### src/rtl/pdn_pkg.sv
package pdn_pkg;
  typedef enum logic [1:0] {
    PD_RUN  = 2'd0,
    PD_DOWN = 2'd1,
    PD_WAKE = 2'd2
  } pd_state_e;
endpackage

### src/rtl/pdn_ctrl.sv
module pdn_ctrl #(
  parameter int WAKE_CYCLES = 250
) (
  input  logic clk,
  input  logic rst,
  input  logic pd_en,
  input  logic pd_a,
  input  logic pd_b,
  output logic blk
);
  import pdn_pkg::*;

  localparam int CW = $clog2(WAKE_CYCLES + 1);
  localparam logic [CW-1:0] LAST = CW'(WAKE_CYCLES - 1);

  pd_state_e       state_q;
  logic [CW-1:0]   cnt_q;
  logic            req;

  // either pin requests sleep, only while armed
  assign req = pd_en & (pd_a | pd_b);
  assign blk = req | (state_q != PD_RUN);

  always_ff @(posedge clk) begin
    if (rst) begin
      state_q <= PD_RUN;
      cnt_q   <= '0;
    end else begin
      unique case (state_q)
        PD_RUN: begin
          if (req) state_q <= PD_DOWN;
        end
        PD_DOWN: begin
          if (!req) begin
            state_q <= PD_WAKE;
            cnt_q   <= '0;
          end
        end
        PD_WAKE: begin
          if (req) begin
            state_q <= PD_DOWN;
            cnt_q   <= '0;
          end else if (cnt_q == LAST) begin
            state_q <= PD_RUN;
            cnt_q   <= '0;
          end else begin
            cnt_q <= cnt_q + 1'b1;
          end
        end
        default: state_q <= PD_RUN;
      endcase
    end
  end
endmodule

### src/rtl/pdn_keeper.sv
module pdn_keeper #(
  parameter int N = 8
) (
  input  logic         clk,
  input  logic         rst,
  input  logic         blk,
  input  logic [N-1:0] pin_in,
  input  logic [N-1:0] pin_drv,
  output logic [N-1:0] eff
);
  for (genvar i = 0; i < N; i++) begin : g_bit
    logic lvl_q;
    always_ff @(posedge clk) begin
      if (rst)                      lvl_q <= 1'b0;
      else if (pin_drv[i] && !blk)  lvl_q <= pin_in[i];
    end
    assign eff[i] = pin_drv[i] ? pin_in[i] : lvl_q;
  end
endmodule

### src/rtl/pdn_hold_reg.sv
module pdn_hold_reg #(
  parameter int W = 8
) (
  input  logic         clk,
  input  logic         rst,
  input  logic         upd,
  input  logic [W-1:0] d,
  output logic [W-1:0] q
);
  always_ff @(posedge clk) begin
    if (rst)      q <= '0;
    else if (upd) q <= d;
  end
endmodule

### src/rtl/pdn_hold_wrap.sv
module pdn_hold_wrap #(
  parameter int N_IN        = 8,
  parameter int N_OUT       = 8,
  parameter int N_CE        = 2,
  parameter int WAKE_CYCLES = 250
) (
  input  logic             clk,
  input  logic             rst,
  input  logic             pd_en,
  input  logic             pd_a,
  input  logic             pd_b,
  input  logic [N_IN-1:0]  pin_in,
  input  logic [N_IN-1:0]  pin_drv,
  input  logic [N_CE-1:0]  ce_req,
  input  logic [N_OUT-1:0] core_out,
  input  logic [N_OUT-1:0] core_oe,
  output logic [N_IN-1:0]  core_in,
  output logic [N_CE-1:0]  core_ce,
  output logic [N_OUT-1:0] pin_out,
  output logic [N_OUT-1:0] pin_oe,
  output logic             pd_a_thru,
  output logic             pd_b_thru
);
  logic            blk;
  logic [N_IN-1:0] eff_in;

  pdn_ctrl #(.WAKE_CYCLES(WAKE_CYCLES)) u_ctrl (
    .clk(clk), .rst(rst), .pd_en(pd_en), .pd_a(pd_a), .pd_b(pd_b), .blk(blk)
  );

  pdn_keeper #(.N(N_IN)) u_keep (
    .clk(clk), .rst(rst), .blk(blk),
    .pin_in(pin_in), .pin_drv(pin_drv), .eff(eff_in)
  );

  pdn_hold_reg #(.W(N_IN)) u_in_hold (
    .clk(clk), .rst(rst), .upd(!blk), .d(eff_in), .q(core_in)
  );

  pdn_hold_reg #(.W(N_OUT)) u_out_hold (
    .clk(clk), .rst(rst), .upd(!blk), .d(core_out), .q(pin_out)
  );

  pdn_hold_reg #(.W(N_OUT)) u_oe_hold (
    .clk(clk), .rst(rst), .upd(!blk), .d(core_oe), .q(pin_oe)
  );

  // clock enables forced off while blocked
  always_ff @(posedge clk) begin
    if (rst) core_ce <= '0;
    else     core_ce <= blk ? '0 : ce_req;
  end

  // sleep pins reach the core only when the feature is not armed
  always_ff @(posedge clk) begin
    if (rst) begin
      pd_a_thru <= 1'b0;
      pd_b_thru <= 1'b0;
    end else begin
      pd_a_thru <= pd_en ? 1'b0 : pd_a;
      pd_b_thru <= pd_en ? 1'b0 : pd_b;
    end
  end
endmodule

### config.mk
export PLATFORM = sky130hd
export DESIGN_NAME = pdn_hold_wrap
export DESIGN_NICKNAME = d
export VERILOG_FILES = /design/src/rtl/pdn_pkg.sv /design/src/rtl/pdn_ctrl.sv /design/src/rtl/pdn_keeper.sv /design/src/rtl/pdn_hold_reg.sv /design/src/rtl/pdn_hold_wrap.sv
export SDC_FILE = /design/constraint.sdc
export NUM_CORES = 1
export LEC_CHECK = 0
export CORE_ASPECT_RATIO = 1.4
export CORE_MARGIN = 3
export CORE_UTILIZATION = 44
export DETAILED_ROUTE_END_ITERATION = 6
export DONT_BUFFER_PORTS = 1
export GPL_TIMING_DRIVEN = 0
export PLACE_DENSITY_LB_ADDON = 0.1
export RECOVER_POWER = 25
export SLEW_MARGIN = 20
export SYNTH_ARGS = -nofsm -noshare
export SYNTH_HDL_FRONTEND = slang
export SYNTH_SLANG_ARGS = --single-unit
### constraint.sdc
create_clock -name clk -period 2.38 [get_ports clk]
set_input_delay 0.238 -clock clk [delete_from_list [all_inputs] [get_ports clk]]
set_output_delay 0.238 -clock clk [all_outputs]
set_load 0.01 [all_outputs]
== Word level (Yosys, flattened, before mapping) ==
Cells that the tools add are included.

* Bits in registers: 46
* Input port bits: 39
* Output and inout bits: 28
* Word-level logic and storage cells: 59

* Add/sub/neg operators: 1
* Equal/unequal tests: 6
* Muxes and demuxes: 17
* Bitwise operators: 3
* Reductions and logical operators: 16

{| class="wikitable"
|+ Operators with widths
! cell !! number
|-
| 8-bit two-way mux || 3
|-
| 8-bit one-hot mux with 2 select lines || 1
|-
| 8-bit by 1-bit adder with 8-bit output, second input constant || 1
|-
| 8-bit equality test, second input constant || 1
|-
| 1-bit logical AND || 8
|-
| 1-bit two-way mux || 8
|-
| 2-bit two-way mux || 4
|-
| 2-bit one-hot mux with 3 select lines || 1
|-
| 2-bit nonzero test || 2
|-
| 2-bit OR reduction || 2
|-
| 3-bit by 1-bit inequality test with 1-bit output, second input constant || 1
|-
| 3-bit AND reduction || 1
|-
| 2-bit by 1-bit equality test with 1-bit output, second input constant || 1
|-
| 2-bit equality test, second input constant || 1
|-
| 2-bit logical NOT || 1
|-
| 2-bit by 1-bit inequality test with 1-bit output, second input constant || 1
|-
| 2-bit inequality test, second input constant || 1
|-
| 1-bit OR || 2
|-
| 2-bit AND reduction || 1
|-
| 1-bit bitwise AND || 1
|-
| 1-bit logical NOT || 1
|}

== Logic depth before layout (Yosys ltp) ==
* Depth in word-level cells: 5
* Mapped depth: 6
* Gate-level depth less buffers: 6

== By module ==
A second synthesis with hierarchy kept.

* Cells, all modules: 196
* Area, all modules: 2018.2 um2

{| class="wikitable"
|+ By module, submodules not included
! module !! instances !! cells an instance !! area an instance (um2) !! seq. area each (um2)
|-
| pdn_hold_reg || 3 || 26 || 285.3 || 160.2
|-
| pdn_keeper || 1 || 50 || 525.5 || 160.2
|-
| pdn_ctrl || 1 || 59 || 523.0 || 200.2
|-
| pdn_hold_wrap || 1 || 9 || 113.9 || 80.1
|}

== Worst setup path before layout ==
Ideal clock, no wire load.

* Path type: register to register
* Start: reg u_ctrl.state_q[0]
* End: reg u_ctrl.cnt_q[6]
* Library setup time: 0.114 ns
* Arrival time: 1.249 ns
* Required time: 2.266 ns
* Path slack: 1.018 ns
* Stages on the path, launching flop included: 7
* Path buffers: 2
* Clock period less this slack: 1.362 ns
* Path through: dfxtp_1 -> buf_2 -> xor2_1 -> and2_1 -> buf_2 -> o32ai_1 -> a21o_1

* Cells in the longest elaborated chain, start to end: 3
* Elaborated cells on any way between the ends: 6
* Classes of those cells: 3 x eq/ne; 1 x mux; 2 x reduce/logical

{| class="wikitable"
|+ Ends and longest elaborated chain
! element !! line !! RTL
|-
| from (decl) || pdn_ctrl.sv:16 || <nowiki>pd_state_e state_q;</nowiki>
|-
| from (signal assigned) || pdn_ctrl.sv:26 || <nowiki>state_q <= PD_RUN;</nowiki>
|-
| from (signal assigned) || pdn_ctrl.sv:31 || <nowiki>if (req) state_q <= PD_DOWN;</nowiki>
|-
| from (signal assigned) || pdn_ctrl.sv:35 || <nowiki>state_q <= PD_WAKE;</nowiki>
|-
| 2-bit by 1-bit equality test with 1-bit output or 2-bit equality test (tied branches) || pdn_ctrl.sv:29 || <nowiki>unique case (state_q)</nowiki>
|-
| 2-bit inequality test (no source line) or 2-bit nonzero test (tied branches) || - ||
|-
| 2-bit AND reduction (no source line) || - ||
|-
| to (signal assigned) || pdn_ctrl.sv:47 || <nowiki>cnt_q <= cnt_q + 1'b1;</nowiki>
|-
| to (decl) || pdn_ctrl.sv:17 || <nowiki>logic [CW-1:0] cnt_q;</nowiki>
|}

Parallel ways exist; a longest one is shown, timed or not.
A chain may end at the register's enable or synchronous reset.

== Worst setup path after layout ==
* Start: reg u_ctrl.state_q[0]
* End: reg core_ce[1]

* Cells in the longest elaborated chain, start to end: 3

{| class="wikitable"
|+ Ends and longest elaborated chain
! element !! line !! RTL
|-
| 2-bit nonzero test || pdn_ctrl.sv:22 || <nowiki>assign blk = req | (state_q != PD_RUN);</nowiki>
|-
| 1-bit OR || pdn_ctrl.sv:22 ||
|-
| 2-bit OR reduction (no source line) || - ||
|-
| to (signal assigned) || pdn_hold_wrap.sv:51 || <nowiki>else core_ce <= blk ? '0 : ce_req;</nowiki>
|-
| to (decl) || pdn_hold_wrap.sv:18 || <nowiki>output logic [N_CE-1:0] core_ce,</nowiki>
|}

Every way passes these cells.

==> flow_summary.rst <==
.. list-table::
   :header-rows: 1

   * - Metric
     - Value
   * - Number of sinks handled by clock tree synthesis
     - 46
   * - Worst hold path type
     - input pin to flip-flop
   * - Pre-antenna DRT Iters
     - 4
   * - Number of cells in the finished layout apart from fillers
     - 270
   * - Commonest cells after routing, fill and taps aside
     - sky130_fd_sc_hd__dfxtp_1, sky130_fd_sc_hd__nand2_1, sky130_fd_sc_hd__a21oi_1
   * - Clock Tree Root
     - sky130_fd_sc_hd__clkbuf_8
   * - Mapped Area
     - between 1500 and 2000 um2
   * - Max Fclk
     - between 600 and 700 MHz
   * - Setup violators final
     - 0
   * - Starting density of the core
     - 46.5%
   * - P_leak
     - around 0.77 nW
   * - Fill cell count
     - slightly above 400
   * - Endpoints failing hold
     - 0
   * - R2R Path End
     - core_ce[1]
   * - Detail Placement HPWL
     - 3.29 mm
   * - Seq/Total Area, Yosys
     - 49.3%
   * - Count of input and output buffers
     - 0
   * - Count of antenna-violating nets left after detailed routing
     - 0
   * - IR Drop Worst-Case VDD
     - 0.391 mV
   * - Leading cell type in the layout, fill and taps excluded
     - sky130_fd_sc_hd__dfxtp_1
   * - Growth of design area from synthesis to finish
     - 7.97%
   * - Latest clock arrival within the worst-skew pair
     - around 0.3 ns
   * - Cell variety after synth
     - 35
   * - Pwr Density
     - approximately 740 nW/um2
   * - Run status
     - finished, final reports clean
   * - Core box area
     - slightly above 4000 um2
   * - Clock period minus worst slack
     - about 1.6 ns
   * - Avg Inst Size Synth
     - roughly 8.6 um2
   * - Register-to-Register Path Depth
     - 5
   * - Number of enable flip-flop cells after synthesis
     - 0
   * - Count of yosys warnings during synthesis
     - 0
   * - Pin count of the biggest net entering global routing
     - 15
   * - Max Buffers Root-to-Sink
     - 2
   * - Footprint of the flip-flops and latches
     - around 920 um2
   * - Arrival time at the worst endpoint
     - 1.77 ns
   * - Die Area
     - approximately 5000 um2
   * - Share of synthesized registers carrying an async set or reset
     - 0%
   * - Final weighted congestion in routability-driven placement
     - ~0.73
   * - RSZ-0062 raised after global routing
     - false
   * - Setup TNS
     - 0 ns
   * - Min-Delay Startpoint
     - core_oe[6]
   * - First-pass GRT wire length
     - around 6.9 mm
   * - Crit path capture type
     - flip-flop
   * - Count of unresolved DRC violations after routing
     - 0
   * - Worst clock skew on the final layout
     - about 0.011 ns
   * - Die Span X
     - slightly above 60 um
   * - Pre-CTS setup slack
     - around 0.83 ns
   * - Critical Path Start Type
     - flip-flop
   * - Slowest library cell on the worst path
     - sky130_fd_sc_hd__nor2_2
   * - Global-route congestion overflow total
     - 0
   * - Critical Path Max Stage Delay
     - between 0.3 and 0.4 ns
   * - Area of the multi-input gates
     - 891 um2
   * - Worst setup slack after layout
     - 0.826 ns
   * - Number of nets at the end of the flow
     - approximately 270
   * - Total instance count after detailed placement
     - ~260
   * - Most common cell type on the critical path
     - sky130_fd_sc_hd__buf_2
   * - Required time at the worst-slack endpoint
     - about 2.6 ns
   * - Routed vias
     - 1,556
   * - Height of the die
     - between 80 and 90 um
   * - Worst reg2reg startpoint
     - u_ctrl.state_q[0]
   * - Boundary Pins
     - 67
   * - Final cycle utilization of the critical path
     - 65.3%
   * - Relative slew margins
     - between 60% and 70%
   * - Via count normalized by instance count
     - 5.76
   * - Worst slack on hold paths
     - approximately 0.066 ns
   * - Series of cell instances along the critical path
     - buf_2 > nor2_2 > nand2_2 > buf_2 > nor3b_1
   * - Number of clock buffers inserted by TritonCTS
     - 5
   * - Routed wire length
     - between 4 and 5 mm
   * - DR iter-0 viols
     - 88
   * - Register-to-register setup slack
     - between 0.8 and 0.9 ns
   * - CTS tree
     - yes
   * - Total number of H-tree levels
     - 2
   * - Number of max-capacitance violations reported
     - 0
   * - Hold Path Stages
     - 2
   * - Number of global-route vias before repair
     - between 1,500 and 2,000
   * - End point of the most critical hold path
     - u_oe_hold.q[6]
   * - Synthesized Nets
     - between 200 and 300
   * - Share of layout cells above drive strength 1
     - roughly 6.6%
   * - Clock Pin Slew Worst Setup and Hold Paths
     - 0.09 ns
   * - Diode count
     - 0
   * - Post-synthesis instance total
     - 218
   * - Pins over their slew limit
     - 0
   * - PnR Total Power
     - around 1.5 mW
   * - Worst-margin pin slew
     - between 0.5 and 0.6 ns
   * - Most used flip-flop cell after synthesis
     - sky130_fd_sc_hd__dfxtp_1
   * - Count of standard-cell rows
     - 27
   * - Number of antenna violations at the first check in global routing
     - 0
   * - Critical-path maximum fanout
     - 10
   * - Avg WL per Cell
     - around 16 um
   * - Total Routing Usage GR
     - approximately 17%
   * - Worst Path Class, Setup
     - flip-flop to flip-flop
   * - Register bit total from synthesis
     - between 40 and 50
-- logic make-up after synthesis --
group	count (synthesis)	synth area share, %
buffers and inverters	13	3.01
xor gates and xnor gates	6	2.81
AOI/OAI and AO/OA	44	14.4
muxes	8	4.29
adders and majority gates	2	1.34
and+or+nand+nor	99	24.9
DFF	46	49.3
-- cells in the mapped netlist, drive strengths merged, types with 3 or more instances --
master | instances | area [um2]
dfxtp | 46 | 921
nand2 | 42 | 160
a21oi | 24 | 120
nand3 | 20 | 100
nor2 | 17 | 66.3
a211oi | 11 | 82.6
mux2i | 8 | 80.1
buf | 6 | 30.0
clkbuf | 6 | 22.5
xor2 | 5 | 43.8
nor3b | 4 | 30.0
nor3 | 3 | 20.0
-- layer usage --
metal | GRT usage, % | part of all wire, % | wire, um | vias to the layer above
li1 | - | - | - | 774
met1 | 17.2 | 36 | 1520 | 730
met2 | 32.9 | 55 | 2310 | 47
met3 | 5.91 | 7.6 | 320 | 5
met4 | 4.14 | 0.83 | 35 | 0
met5 | 0 | 0 | 0 | -
-- report_power, final --
part	switching (mW)	internal, mW	total [mW]
Clock	0.259	0.207	0.467
Sequential	0.0488	0.818	0.867
Combinational	0.0995	0.0628	0.162
-- area by class of cell --
cell class                 instances  share of cell area (%)
sequential                        46                    45.7
tap                               43                    2.67
multi-input combinational        159                    44.2
clock buffer                       6                    3.60
timing repair buffer               1                   0.496
clock inverter                     2                   0.682
buffer                            12                    2.54
inverter                           1                   0.186
-- flip-flops by register name, summed over array words and instances (netlist names), 2 cells and up --
name,cells
u_ctrl.cnt_q,8
u_in_hold.q,8
u_oe_hold.q,8
u_ctrl.state_q,2
core_ce,2
u_keep.g_bit.lvl_q,8
u_out_hold.q,8
-- worst max-delay path: cells and delay by family (launching register included) --
kind / cells / cell delay [ns]
flops: 1 / 0.30
simple gates: 3 / 0.77
buf+inv: 2 / 0.40
-- stage by stage --
stage / utilization (%) / area [um2]
final: 50.2 / 2020
after global routing: 50.2 / 2020
after CTS: 50.2 / 2020
after detailed placement: 47.8 / 1920
after global placement: 47.8 / 1920
after floorplan: - / 1870
-- repair_timing --
action                     in CTS  in global routing
buffers inserted                0                  0
resized for setup               0                  0
hold buffers                    1                  0
setup endpoints to repair       0                  0
hold endpoints to repair        2                  0
-- worst max-delay path by stage --
stage                                  from              end  slack [ns]  depth (start not counted)
after floorplan           u_ctrl.state_q[0]  u_ctrl.cnt_q[6]        1.02                          6
after global placement    u_ctrl.state_q[0]  u_ctrl.cnt_q[6]        0.89                          6
after detailed placement  u_ctrl.state_q[0]       core_ce[1]        0.83                          5
after CTS                 u_ctrl.state_q[0]       core_ce[1]        0.82                          5
after global routing      u_ctrl.state_q[0]       core_ce[0]        0.63                          5
final                     u_ctrl.state_q[0]       core_ce[1]        0.83                          5
Power figures use the tool's default switching activity.
